$ cat src/rtl/tx_flow_cmd.sv
module tx_flow_cmd #(
  parameter int DATA_W = 8
) (
  input  logic              clk,
  input  logic              rst_n,
  input  logic              cmd_stb,
  input  logic [4:0]        cmd_code,
  input  logic [DATA_W-1:0] xon_char,
  input  logic [DATA_W-1:0] xoff_char,
  input  logic              auto_mode,
  input  logic              txq_nonempty,
  input  logic [DATA_W-1:0] txq_data,
  output logic              txq_pop,
  input  logic              shreg_ready,
  output logic              shreg_load,
  output logic [DATA_W-1:0] shreg_data
);
  localparam logic [4:0] OP_RST_TX = 5'b00011;
  localparam logic [4:0] OP_XON    = 5'b10000;
  localparam logic [4:0] OP_XOFF   = 5'b10001;
  localparam logic [4:0] OP_RESUME = 5'b10110;
  localparam logic [4:0] OP_STOP   = 5'b10111;
  localparam logic [4:0] OP_CANCEL = 5'b11000;

  logic pend_q, pend_xoff_q, hold_q;

  wire ctrl_go = shreg_ready && pend_q;
  wire data_go = shreg_ready && !pend_q && txq_nonempty && !hold_q;

  assign shreg_load = ctrl_go || data_go;
  assign txq_pop    = data_go;
  assign shreg_data = pend_q ? (pend_xoff_q ? xoff_char : xon_char) : txq_data;

  wire is_cmd = cmd_stb;

  always_ff @(posedge clk or negedge rst_n) begin
    if (!rst_n) begin
      pend_q      <= 1'b0;
      pend_xoff_q <= 1'b0;
      hold_q      <= 1'b0;
    end else begin
      if (is_cmd && cmd_code == OP_RST_TX) begin
        pend_q <= 1'b0;
      end else if (is_cmd && (cmd_code == OP_XON || cmd_code == OP_XOFF)) begin
        pend_q      <= 1'b1;
        pend_xoff_q <= (cmd_code == OP_XOFF);
      end else if ((is_cmd && cmd_code == OP_CANCEL) || ctrl_go) begin
        pend_q <= 1'b0;
      end

      if (is_cmd && cmd_code == OP_RST_TX)
        hold_q <= 1'b0;
      else if (is_cmd && cmd_code == OP_STOP)
        hold_q <= 1'b1;
      else if (is_cmd && cmd_code == OP_RESUME && !auto_mode)
        hold_q <= 1'b0;
    end
  end
endmodule

$ cat config.mk
export PLATFORM = sky130hd
export DESIGN_NAME = tx_flow_cmd
export DESIGN_NICKNAME = d
export VERILOG_FILES = /design/src/rtl/tx_flow_cmd.sv
export SDC_FILE = /design/constraint.sdc
export NUM_CORES = 1
export LEC_CHECK = 0
export BUFFER_PORTS_ARGS = -buffer_cell sky130_fd_sc_hd__buf_2
export CORE_AREA = 2 2 39 41
export DETAILED_ROUTE_END_ITERATION = 12
export DIE_AREA = 0 0 41 43
export PLACE_DENSITY_LB_ADDON = 0.05
export SLEW_MARGIN = 40
export SYNTH_ARGS = -nofsm -noshare
export SYNTH_HDL_FRONTEND = slang
export SYNTH_SLANG_ARGS = --single-unit
export TNS_END_PERCENT = 20
$ cat constraint.sdc
create_clock -name clk -period 1.6 [get_ports clk]
set_input_delay 0.32 -clock clk [delete_from_list [all_inputs] [get_ports clk]]
set_output_delay 0.32 -clock clk [all_outputs]
set_load 0.01 [all_outputs]
# Word-level counts from Yosys, hierarchy flattened
# Index checks and enable logic that the tools add are counted.
dict set report totals {
  ff_bits 3
  input_bits 35
  output_inout_bits 10
  word_cells 37
}
dict set report op_classes {
  eq_ne 6
  mux 8
  bitwise_logic 1
  reduce_logical 19
}
# operator count
set ops {}
lappend ops {{5-bit == test, second input constant} 5}
lappend ops {{8-bit 2-to-1 mux} 2}
lappend ops {{1-bit logical AND} 10}
lappend ops {{1-bit 2-to-1 mux} 6}
lappend ops {{3-bit nonzero test} 2}
lappend ops {{5-bit by 2-bit == test with 1-bit output, second input constant} 1}
lappend ops {{1-bit logical NOT} 3}
lappend ops {{1-bit logical OR} 3}
lappend ops {{2-bit AND reduction} 1}
lappend ops {{1-bit NOT} 1}

# Longest topological paths before layout
# Gate-level depths: netlist of the first run.
dict set report logic_depth {
  word_depth 6
  depth_mapped 4
  ltp_nobuf 3
}

# Worst setup path before layout of the first run
# OpenSTA, ideal clock, no wires.
dict set report synth_path {
  kind {reg2out}
  startpoint {register pend_q}
  endpoint {output port txq_pop}
  arrival_time_ns 0.995
  t_required_ns 1.280
  path_slack_ns 0.285
  path_stages_with_launch 4
  path_buffers 2
  cell_sequence {dfrtp_1 -> buf_2 -> buf_2 -> nor3b_1}
}
dict set report synth_via {
  elab_chain_cells 4
}
# element line
set synth_lines {}
lappend synth_lines {{from (decl)} 25} ;# logic pend_q, pend_xoff_q, hold_q;
lappend synth_lines {{from (signal assigned)} 38} ;# pend_q <= 1'b0;
lappend synth_lines {{from (signal assigned)} 43} ;# pend_q <= 1'b0;
lappend synth_lines {{from (signal assigned)} 45} ;# pend_q <= 1'b1;
lappend synth_lines {{1-bit logical NOT} 28} ;# wire data_go = shreg_ready && !pend_q && txq_nonempty && !hold_q;
lappend synth_lines {{1-bit logical AND (3 in series)} 28}
lappend synth_lines {{to (decl)} 13} ;# output logic txq_pop,
# Every way passes these cells.

# Final worst setup path of the first run
dict set report layout_path {
  startpoint {register pend_xoff_q}
  endpoint {output port shreg_data[0]}
}
dict set report layout_via {
  elab_chain_cells 2
}
# element line
set layout_lines {}
lappend layout_lines {{from (decl)} 25}
lappend layout_lines {{from (signal assigned)} 46} ;# pend_xoff_q <= (cmd_code == OP_XOFF);
lappend layout_lines {{8-bit 2-to-1 mux (2 in series)} 32} ;# assign shreg_data = pend_q ? (pend_xoff_q ? xoff_char : xon_char) : txq_data;
lappend layout_lines {{to (decl)} 16} ;# output logic [DATA_W-1:0] shreg_data
# Every way passes these cells.

==> results of run 1 <==
## metrics by stage
step	power, mW	hold slack (ns)	worst slack (ns)
after floorplan	0.205	0.0244	0.285
after global placement	0.273	0.119	0.172
after detailed placement	0.273	0.119	0.176
after CTS	0.410	0.354	0.00351
after global routing	0.436	0.374	0.00612
final	0.404	0.356	0.0911
## state kept, by name (all words and copies together), names as in the netlist
signal and count:
pend_xoff_q 1, pend_q 1, hold_q 1
## cells in the final DEF, fill, tap and decap left out
cell type                        n
sky130_fd_sc_hd__a41o_1          1
sky130_fd_sc_hd__mux2_2          1
sky130_fd_sc_hd__clkbuf_4        3
sky130_fd_sc_hd__a32o_1          1
sky130_fd_sc_hd__dfrtp_1         1
sky130_fd_sc_hd__nand3_1         1
sky130_fd_sc_hd__nor2b_1         1
sky130_fd_sc_hd__or2_0           1
sky130_fd_sc_hd__nand2b_2        1
sky130_fd_sc_hd__nand2b_4        1
sky130_fd_sc_hd__mux2i_1         8
sky130_fd_sc_hd__a21oi_1         8
sky130_fd_sc_hd__dfrtp_2         2
sky130_fd_sc_hd__or3_1           1
sky130_fd_sc_hd__dlygate4sd3_1   1
sky130_fd_sc_hd__and4bb_2        1
sky130_fd_sc_hd__inv_1           1
sky130_fd_sc_hd__buf_2          44
sky130_fd_sc_hd__o21a_1          1
sky130_fd_sc_hd__nor3b_1         1
sky130_fd_sc_hd__nor2_1         10
sky130_fd_sc_hd__nand4bb_1       1
sky130_fd_sc_hd__clkbuf_1        1
## repair_timing
item                                   CTS  global route
cloned                                   0             0
hold buffers                             1             0
resized for setup                        1             1
setup endpoints to repair                8            10
endpoints found under the hold margin    3             0
## cells by family after synthesis
group                  after synthesis  synth area share, %
AOI/OAI and AO/OA                   11                 18.4
buffers and inverters                4                 5.10
DFF                                  3                 20.4
muxes                                9                 24.8
and+or+nand+nor                     19                 31.3
## power by group
group / internal (mW) / total (mW) / switching (mW) / leakage (nW)
clock: 0.0934 / 0.131 / 0.0380 / 0.0150
combinational: 0.0967 / 0.152 / 0.0549 / 0.299
sequential: 0.0900 / 0.121 / 0.0306 / 0.0359
total: 0.280 / 0.404 / 0.123 / 0.350
## how the worst max path moves through the flow
| stage | endpoint | slack (ns) | cells after the start |
|---|---|---|---|
| final | shreg_data[0] | 0.09 | 3 |
| after global routing | shreg_data[4] | 0.006 | 3 |
| after CTS | shreg_data[7] | 0.004 | 3 |
| after detailed placement | shreg_data[0] | 0.18 | 3 |
| after global placement | shreg_data[0] | 0.17 | 3 |
| after floorplan | txq_pop | 0.28 | 3 |
## area by class of cell
type	instances	area share, %
inverter	1	0.594
multi-input combinational	39	43.4
clock buffer	4	4.16
timing repair buffer	45	36.4
sequential	3	12.3
tap	16	3.17
## routing by layer
metal  part of all wire [%]  vias up  routed length [µm]  track usage [%]
met5                      0        -                   0                0
met4                      0        0                   0             2.00
met3                    9.5        0                 101             6.28
met2                     53       20                 565             19.1
met1                     37      222                 397             13.0
li1                       -      260                   -                -
==> out/metrics.cfg, run 1 <==
[floorplan]
die_area_um2 = 1760
core.rowCount = 14
coreArea_um2 = 1380
start_util_pct = 26.6
io-pin-count = 45
die_width_um = 41
chipHeight_um = 43

[route]
drt_drc_violations_left = 0
antenna_left = 0
wl_um = 1060
post_drt_wl_per_cell_um = 9.85
vias = 502
firstDrtPassIters = 4
drt_first_iter_violations = 10
route.detailed.vias_per_inst = 4.65

[worst_setup_path]
cpPeakStageDelay_ns = 0.49
critical_path.slowest_cell = sky130_fd_sc_hd__dfrtp_2
reg2reg_from = pend_xoff_q$_DFFE_PN0P_
critical_path_required_ns = 1.28
crit_path_start_kind = flop
rr_worst_depth = 1
timing.setup.critical_path_class = reg -> out
path_max_fanout = 9
worst_ep_arrival_time_ns = 1.19
timing.critical_path.buf_inv = 1
critical_path.cell_chain = mux2i_1 > a21oi_1 > buf_2
reg2reg_setup_slack_ns = 0.70
critical_path.endpoint_type = output pin
cp_top_family = flip-flops
terminus_of_the_critical_flop_to_flop_path = pend_xoff_q$_DFFE_PN0P_
crit_path_start = pend_xoff_q$_DFFE_PN0P_

[sta]
timing_hold_violations_final = 0
worst_slew_margin_pct = 79.9
finalCriticalPeriod_ns = 1.51
timing.final.crit_share_pct = 94.3
fmaxAchievable_mhz = 663
setup_tns_ns = 0
skew_ns = 0
final-max-slew-violation-count = 0
max_slew.worst_pin.slew_ns = 0.301
setup_viol_count_final = 0
grt_setup_unrepaired = no

[placed_design]
final_weighted_congestion_of_routability_driven_global_placement = 0.711
port_buffers = 44
dp_hpwl_um = 894
detailed_place.area_um2 = 593
placed_cell_count = 103

[yosys]
post_synth_main_area_contributors = sky130_fd_sc_hd__mux2i_1 22%, sky130_fd_sc_hd__dfrtp_1 20%, sky130_fd_sc_hd__a21oi_1 11%
synth.avg_cell_area_um2 = 8.00
synthesis.instances = 46
synth_nets = 81
synth_edf_count = 0
synth_seq_area_share_pct = 20.4
ys.flop_type = sky130_fd_sc_hd__dfrtp_1
post-synth-top-area-fraction_pct = 21.8
ys_seq_elements = 3
yosys.cell_count.top_type = sky130_fd_sc_hd__nor2_1
mappedNetlistArea_um2 = 368
synth-warning-count = 0
synth_top_cell_by_area = sky130_fd_sc_hd__mux2i_1
most_common_library_cells_after_synthesis = 10 x sky130_fd_sc_hd__nor2_1, 8 x sky130_fd_sc_hd__a21oi_1, 8 x sky130_fd_sc_hd__mux2i_1, 3 x sky130_fd_sc_hd__buf_2, 3 x sky130_fd_sc_hd__dfrtp_1
ys_async_rst_share_pct = 100
count_of_cell_types_in_the_netlist = 19

[outcome]
result_of_the_run = completed

[cells_and_area]
finish.instance_area_um2 = 632
nets = 128
sequential_cell_area_um2 = 77.6
multi_input_comb_area_um2 = 274
diodes_inserted = 0
post-route-util_pct = 45.7
final-instance-count-excl-fill = 108
final.fill_count = 149
post_route_cells_drive_above_1_share_pct = 57.6
synthToLayoutAreaGrowth_pct = 71.8

[clock_network]
cts_tree = built
cts-buffers-inserted = 3
cts_root_buffer = sky130_fd_sc_hd__clkbuf_4
cts.sink_count = 3
htreeDepth = 1
post_cts.repair.setup_buffers = 0
clk_latency_ns = 0.23
clk_transition_reported_paths_ns = 0.04
max-clock-path-buffers = 2

[hold_path]
min_to = hold_q$_DFFE_PN0P_
hold_start = cmd_code[0]
min_path_type = in -> reg
timing.hold.worst_path_depth = 2

[power_and_ir_drop]
power.static_leakage_nw = 0.350
vdd.ir_drop.worst_mv = 0.558
power_density_nw_per_um2 = 639

[global_routing]
groute.usage.overall_pct = 11.7
antenna_found_initial = 0
grt_pass1_vias = 358
grt_remaining_overflow = 0
wire_length_of_the_first_global_routing_pass_um = 1400
grt_start_max_net_pins = 20

[flow_run]
drv.max_cap_violation_count = 0

Note: power is estimated with default switching activity, not from simulation.
==> run 2: changes to the inputs <==
--- a/config.mk
+++ b/config.mk
@@ -7,9 +7,11 @@
 export LEC_CHECK = 0
 export BUFFER_PORTS_ARGS = -buffer_cell sky130_fd_sc_hd__buf_2
 export CORE_AREA = 2 2 39 41
+export CTS_BUF_LIST = sky130_fd_sc_hd__clkbuf_4 sky130_fd_sc_hd__clkbuf_8 sky130_fd_sc_hd__clkbuf_16
 export DETAILED_ROUTE_END_ITERATION = 12
 export DIE_AREA = 0 0 41 43
-export PLACE_DENSITY_LB_ADDON = 0.05
+export PLACE_DENSITY = 0.7
+export SETUP_SLACK_MARGIN = 0.5
 export SLEW_MARGIN = 40
 export SYNTH_ARGS = -nofsm -noshare
 export SYNTH_HDL_FRONTEND = slang
==> run 2 against run 1 <==
  * Via count increased by 7.6%
  * Highest routed layer unchanged
  * Global-route usage is 0.40 points higher
  * Worst hold slack worse by 0.0040 ns
==> out/metrics.cfg, run 2 (same netlist as run 1, synthesis figures left out) <==
[placed_design]
detailed_place.area_um2 = 634  ; was 593 µm²
dp_hpwl_um = 868  ; was 894 µm
final_weighted_congestion_of_routability_driven_global_placement = 0.668  ; was 0.711
dpl_worst_slack_ns = 0.0326  ; was 0.176 ns
port_buffers = 44  ; unchanged

[sta]
timing_hold_violations_final = 0  ; unchanged
fin_ws_ns = 0.0907  ; was 0.0911 ns
timing.final.crit_share_pct = 94.3  ; about the same
finalCriticalPeriod_ns = 1.51  ; about the same
worst_slew_margin_pct = 88.6  ; was 79.9%
skew_ns = 0  ; unchanged
final-max-slew-violation-count = 0  ; unchanged
max_slew.worst_pin.slew_ns = 0.166  ; was 0.301 ns
fmaxAchievable_mhz = 663  ; about the same
setup_viol_count_final = 0  ; unchanged
grt_setup_unrepaired = yes  ; was no
setup_tns_ns = 0  ; unchanged

[global_routing]
wire_length_of_the_first_global_routing_pass_um = 1490  ; was 1400 µm
groute.usage.overall_pct = 12.1  ; was 11.7%
grt_remaining_overflow = 0  ; unchanged
grt_pass1_vias = 429  ; was 358
antenna_found_initial = 0  ; unchanged
grt_start_max_net_pins = 20  ; unchanged

[route]
firstDrtPassIters = 4  ; unchanged
drt_first_iter_violations = 3  ; was 10
vias = 540  ; was 502
route.detailed.vias_per_inst = 4.74  ; was 4.65
drt_drc_violations_left = 0  ; unchanged
antenna_left = 0  ; unchanged
wl_um = 1230  ; was 1060 µm
post_drt_wl_per_cell_um = 10.8  ; was 9.85 µm

[clock_network]
cts_root_buffer = sky130_fd_sc_hd__clkbuf_4  ; unchanged
cts-buffers-inserted = 3  ; unchanged
cts.sink_count = 3  ; unchanged
cts_tree = built  ; unchanged
max-clock-path-buffers = 2  ; unchanged
clk_latency_ns = 0.23  ; about the same
clk_transition_reported_paths_ns = 0.04  ; about the same
htreeDepth = 1  ; unchanged

[worst_setup_path]
timing.setup.critical_path_class = reg -> out  ; unchanged
rr_worst_depth = 2  ; was 1
terminus_of_the_critical_flop_to_flop_path = pend_q$_DFFE_PN0P_  ; was pend_xoff_q$_DFFE_PN0P_
critical_path.endpoint_type = output pin  ; unchanged
reg2reg_setup_slack_ns = 0.63  ; was 0.70 ns
path_max_fanout = 5  ; was 9
critical_path.slowest_cell = sky130_fd_sc_hd__dfrtp_4  ; was sky130_fd_sc_hd__dfrtp_2
worst_setup_ep = shreg_data[3]  ; was shreg_data[0]
critical_path_required_ns = 1.28  ; about the same
worst_ep_arrival_time_ns = 1.19  ; about the same
reg2reg_from = pend_q$_DFFE_PN0P_  ; was pend_xoff_q$_DFFE_PN0P_
crit_path_start_kind = flop  ; unchanged
cpPeakStageDelay_ns = 0.51  ; was 0.49 ns
critical_path.cell_chain = buf_4 > nor2_4 > a21oi_2 > buf_2  ; was mux2i_1 > a21oi_1 > buf_2
crit_path_start = pend_q$_DFFE_PN0P_  ; was pend_xoff_q$_DFFE_PN0P_

[cells_and_area]
synthToLayoutAreaGrowth_pct = 109  ; was 71.8%
top_regs = hold_q (1), pend_q (1), pend_xoff_q (1)  ; unchanged
mostFrequentLayoutCells = 44 x sky130_fd_sc_hd__buf_2, 8 x sky130_fd_sc_hd__mux2i_1, 8 x sky130_fd_sc_hd__a21oi_2  ; was 44 x sky130_fd_sc_hd__buf_2, 10 x sky130_fd_sc_hd__nor2_1, 8 x sky130_fd_sc_hd__mux2i_1, 8 x sky130_fd_sc_hd__a21oi_1, 3 x sky130_fd_sc_hd__clkbuf_4
mostFrequentLayoutCell = sky130_fd_sc_hd__buf_2  ; unchanged
nets = 134  ; was 128
finish.instance_area_um2 = 769  ; was 632 µm²
post_route_cells_drive_above_1_share_pct = 76.5  ; was 57.6%
final.fill_count = 147  ; was 149
diodes_inserted = 0  ; unchanged

[hold_path]
min_path_type = in -> reg  ; unchanged

[floorplan]
die_width_um = 41  ; unchanged
start_util_pct = 26.6  ; unchanged
chipHeight_um = 43  ; unchanged
io-pin-count = 45  ; unchanged
coreArea_um2 = 1380  ; unchanged
core.rowCount = 14  ; unchanged
die_area_um2 = 1760  ; unchanged

[power_and_ir_drop]
vdd.ir_drop.worst_mv = 0.612  ; was 0.558 mV
power.static_leakage_nw = 0.397  ; was 0.350 nW
power_density_nw_per_um2 = 632  ; was 639 nW/µm²

[outcome]
result_of_the_run = completed  ; unchanged

[flow_run]
drv.max_cap_violation_count = 0  ; unchanged

==> run 2: timing repair <==
action,CTS,global route
buffers inserted,2,4
setup endpoints to repair,11,10
hold buffers,1,0
pin swaps,0,1
endpoints found under the hold margin,3,0
gates cloned,0,0
resized for setup,5,15
==> run 2: cell type report <==
class	instances	area, µm²	area share (%)
clock buffer	4	30.0	3.90
inverter	1	3.75	0.488
multi-input combinational	39	345	44.9
sequential	3	80.1	10.4
tap	16	20.0	2.60
timing repair buffer	51	290	37.7
==> run 2: worst min-delay path by stage <==
stage	cells after the start	slack [ns]	from	endpoint
3_3_place_gp	1	0.12	rst_n	hold_q$_DFFE_PN0P_
3_5_place_dp	1	0.12	rst_n	hold_q$_DFFE_PN0P_
6_report	2	0.35	cmd_code[0]	hold_q$_DFFE_PN0P_
2_1_floorplan	0	0.02	rst_n	hold_q$_DFFE_PN0P_
4_1_cts	2	0.34	cmd_code[0]	hold_q$_DFFE_PN0P_
5_1_grt	2	0.38	cmd_code[0]	hold_q$_DFFE_PN0P_
==> run 2: critical path, delay by kind of cell, from the launching register on <==
family	cells	cell delay, ns
DFF	1	0.51
buffers and inverters	2	0.31
and+or+nand+nor	1	0.10
AOI/OAI and AO/OA	1	0.03
==> run 2: where the power goes <==
group	switching, mW	total [mW]	internal (mW)	leakage [nW]
sequential	0.00861	0.0989	0.0903	0.0356
combinational	0.103	0.236	0.133	0.343
clock	0.0411	0.152	0.110	0.0184
total	0.153	0.486	0.333	0.397
==> run 2: metal layers <==
layer	GRT usage [%]	up-vias	wire length [µm]
li1	-	271	-
met1	11.4	242	456
met2	21.6	27	654
met3	6.81	0	121
met4	2.00	0	0
met5	0	-	0
==> run 2: metrics by stage <==
step	power, mW	hold WS [ns]	util, %	std cells
after floorplan	0.236	0.0244	-	46
after global placement	0.290	0.118	45.8	103
after detailed placement	0.293	0.120	45.8	103
after CTS	0.476	0.343	50.5	110
after global routing	0.528	0.378	55.6	114
final	0.486	0.352	55.6	114
==> run 3: changes to the inputs <==
==> constraint.sdc (replaced) <==
create_clock -name clk -period 1.8 [get_ports clk]
set_input_delay 0.36 -clock clk [delete_from_list [all_inputs] [get_ports clk]]
set_output_delay 0.36 -clock clk [all_outputs]
set_load 0.01 [all_outputs]
==> run 3 against run 2 <==
  * Clock skew is the same
  * Largest cell class is now buffers
  * First-iteration DRC count is the same
  * Power shrank 17%
  * Flip-flop and latch count is the same
  * Die area is the same
  * Critical path depth shrank 1
  * Sequential power shrank 11%
  * Non-clock buffer count shrank 2
  * Sequential share of layout area grew 0.83 points
  * Count of clock-buffer cells in the layout is the same
==> out/metrics.cfg, run 3 (same netlist as run 1, synthesis figures left out) <==
[sta]
final.hold.worst_slack_ns = 0.404  ; was 0.352 ns
max_slew.worst_pin.slew_ns = 0.132  ; was 0.166 ns
fmaxAchievable_mhz = 661
timing_hold_violations_final = 0  ; unchanged
grt_setup_unrepaired = yes  ; unchanged
skew_ns = 0  ; unchanged
timing.final.crit_share_pct = 84.1
final-max-slew-violation-count = 0  ; unchanged
setup_viol_count_final = 0  ; unchanged
finalCriticalPeriod_ns = 1.51
fin_ws_ns = 0.287  ; was 0.0907 ns
setup_tns_ns = 0  ; unchanged
worst_slew_margin_pct = 91.0  ; was 88.6%

[hold_path]
hold_start = cmd_code[0]  ; unchanged
min_path_type = in -> reg  ; unchanged
min_to = hold_q$_DFFE_PN0P_  ; unchanged
timing.hold.worst_path_depth = 2  ; unchanged

[power_and_ir_drop]
vdd.ir_drop.worst_mv = 0.591  ; was 0.612 mV
power.static_leakage_nw = 0.381  ; was 0.397 nW
power_density_nw_per_um2 = 584  ; was 632 nW/µm²

[floorplan]
chipHeight_um = 43  ; unchanged
core.rowCount = 14  ; unchanged
io-pin-count = 45  ; unchanged
start_util_pct = 26.6  ; unchanged
die_width_um = 41  ; unchanged
die_area_um2 = 1760  ; unchanged
coreArea_um2 = 1380  ; unchanged

[cells_and_area]
diodes_inserted = 0  ; unchanged
post_route_cells_drive_above_1_share_pct = 61.5  ; was 76.5%
mostFrequentLayoutCells = 44 x sky130_fd_sc_hd__buf_2, 10 x sky130_fd_sc_hd__nor2_1, 8 x sky130_fd_sc_hd__mux2i_1, 8 x sky130_fd_sc_hd__a21oi_1, 5 x sky130_fd_sc_hd__clkbuf_4  ; was 44 x sky130_fd_sc_hd__buf_2, 8 x sky130_fd_sc_hd__mux2i_1, 8 x sky130_fd_sc_hd__a21oi_2
nets = 132  ; was 134
synthToLayoutAreaGrowth_pct = 87.8  ; was 109%
top_regs = hold_q (1), pend_q (1), pend_xoff_q (1)  ; unchanged
mostFrequentLayoutCell = sky130_fd_sc_hd__buf_2  ; unchanged
final-instance-count-excl-fill = 112  ; was 114

[placed_design]
final_weighted_congestion_of_routability_driven_global_placement = 0.586  ; was 0.668
dpl_worst_slack_ns = 0.331  ; was 0.0326 ns
dp_hpwl_um = 872  ; was 868 µm
placed_cell_count = 103  ; unchanged
port_buffers = 44  ; unchanged

[flow_run]
drv.max_cap_violation_count = 0  ; unchanged

[clock_network]
cts_tree = built  ; unchanged
cts.sink_count = 3  ; unchanged
clk_latency_ns = 0.22  ; was 0.23 ns
max-clock-path-buffers = 2  ; unchanged
htreeDepth = 1  ; unchanged
clk_transition_reported_paths_ns = 0.03  ; was 0.04 ns
cts_root_buffer = sky130_fd_sc_hd__clkbuf_4  ; unchanged
cts-buffers-inserted = 3  ; unchanged

[worst_setup_path]
terminus_of_the_critical_flop_to_flop_path = pend_q$_DFFE_PN0P_  ; unchanged
rr_worst_depth = 2  ; unchanged
timing.setup.critical_path_class = reg -> out  ; unchanged
critical_path.endpoint_type = output pin  ; unchanged
path_max_fanout = 9  ; was 5
crit_path_start_kind = flop  ; unchanged
reg2reg_setup_slack_ns = 0.88  ; was 0.63 ns
critical_path_required_ns = 1.44  ; was 1.28 ns
worst_ep_arrival_time_ns = 1.15  ; was 1.19 ns
reg2reg_from = pend_q$_DFFE_PN0P_  ; unchanged

[route]
post_drt_wl_per_cell_um = 10.2  ; was 10.8 µm
wl_um = 1140  ; was 1230 µm
drt_first_iter_violations = 3  ; unchanged
firstDrtPassIters = 2  ; was 4
vias = 528  ; was 540
drt_drc_violations_left = 0  ; unchanged
antenna_left = 0  ; unchanged
route.detailed.vias_per_inst = 4.71  ; was 4.74

[global_routing]
grt_remaining_overflow = 0  ; unchanged
antenna_found_initial = 0  ; unchanged
groute.usage.overall_pct = 14.3  ; was 12.1%
grt_pass1_vias = 470  ; was 429
wire_length_of_the_first_global_routing_pass_um = 1770  ; was 1490 µm
grt_start_max_net_pins = 20  ; unchanged

[outcome]
result_of_the_run = completed  ; unchanged

[run 3: final cells by class]
type                            count  area [µm²]
Inverter                            1        3.75
Fill cell                         158         693
Multi-Input combinational cell     39         279
Sequential cell                     3        77.6
Timing Repair Buffer               49         280
Tap cell                           16        20.0
Clock buffer                        4        30.0
[run 3: what timing repair did]
action,4_1_cts,5_1_grt
buffers inserted,2,2
hold buffers,1,0
endpoints found under the setup margin,10,10
hold endpoints to repair,3,0
pin swaps,6,0
cloned,0,0
gates resized for setup,6,0
[run 3: through the flow]
step           cell area, µm²  power [mW]  util (%)
2_1_floorplan             373       0.183         -
6_report                  691       0.403      49.9
5_1_grt                   691       0.437      49.9
3_3_place_gp              598       0.241      43.2
4_1_cts                   663       0.406      47.9
3_5_place_dp              598       0.244      43.2
[run 3: routing by layer]
metal | GRT usage, % | up-vias | wire [µm]
met3 | 5.76 | 0 | 101
met5 | 0 | - | 0
met1 | 15.2 | 235 | 450
li1 | - | 268 | -
met4 | 4.00 | 0 | 0
met2 | 24.4 | 25 | 591
[run 3: worst max-delay path by stage]
stage / start / to / slack (ns) / cells past startpoint
detailed placement: pend_xoff_q$_DFFE_PN0P_ / shreg_data[4] / 0.33 / 3
global placement: pend_xoff_q$_DFFE_PN0P_ / shreg_data[2] / 0.37 / 3
CTS: pend_xoff_q$_DFFE_PN0P_ / shreg_data[1] / 0.29 / 4
floorplan: pend_q$_DFFE_PN0P_ / shreg_data[6] / 0.53 / 4
global route: pend_xoff_q$_DFFE_PN0P_ / shreg_data[7] / 0.19 / 4
finish: pend_q$_DFFE_PN0P_ / txq_pop / 0.29 / 3
[run 3: power breakdown]
group | leakage, nW | internal, mW | switching, mW | total (mW)
clock network | 0.0184 | 0.0978 | 0.0313 | 0.129
logic | 0.327 | 0.111 | 0.0758 | 0.187
registers | 0.0359 | 0.0800 | 0.00760 | 0.0876
[run 3: worst max-delay path, cell delays in order (launching register included)]
cell	delay (ns)
sky130_fd_sc_hd__dfrtp_2	0.41
sky130_fd_sc_hd__clkbuf_4	0.19
sky130_fd_sc_hd__nor3b_2	0.18
sky130_fd_sc_hd__buf_2	0.15
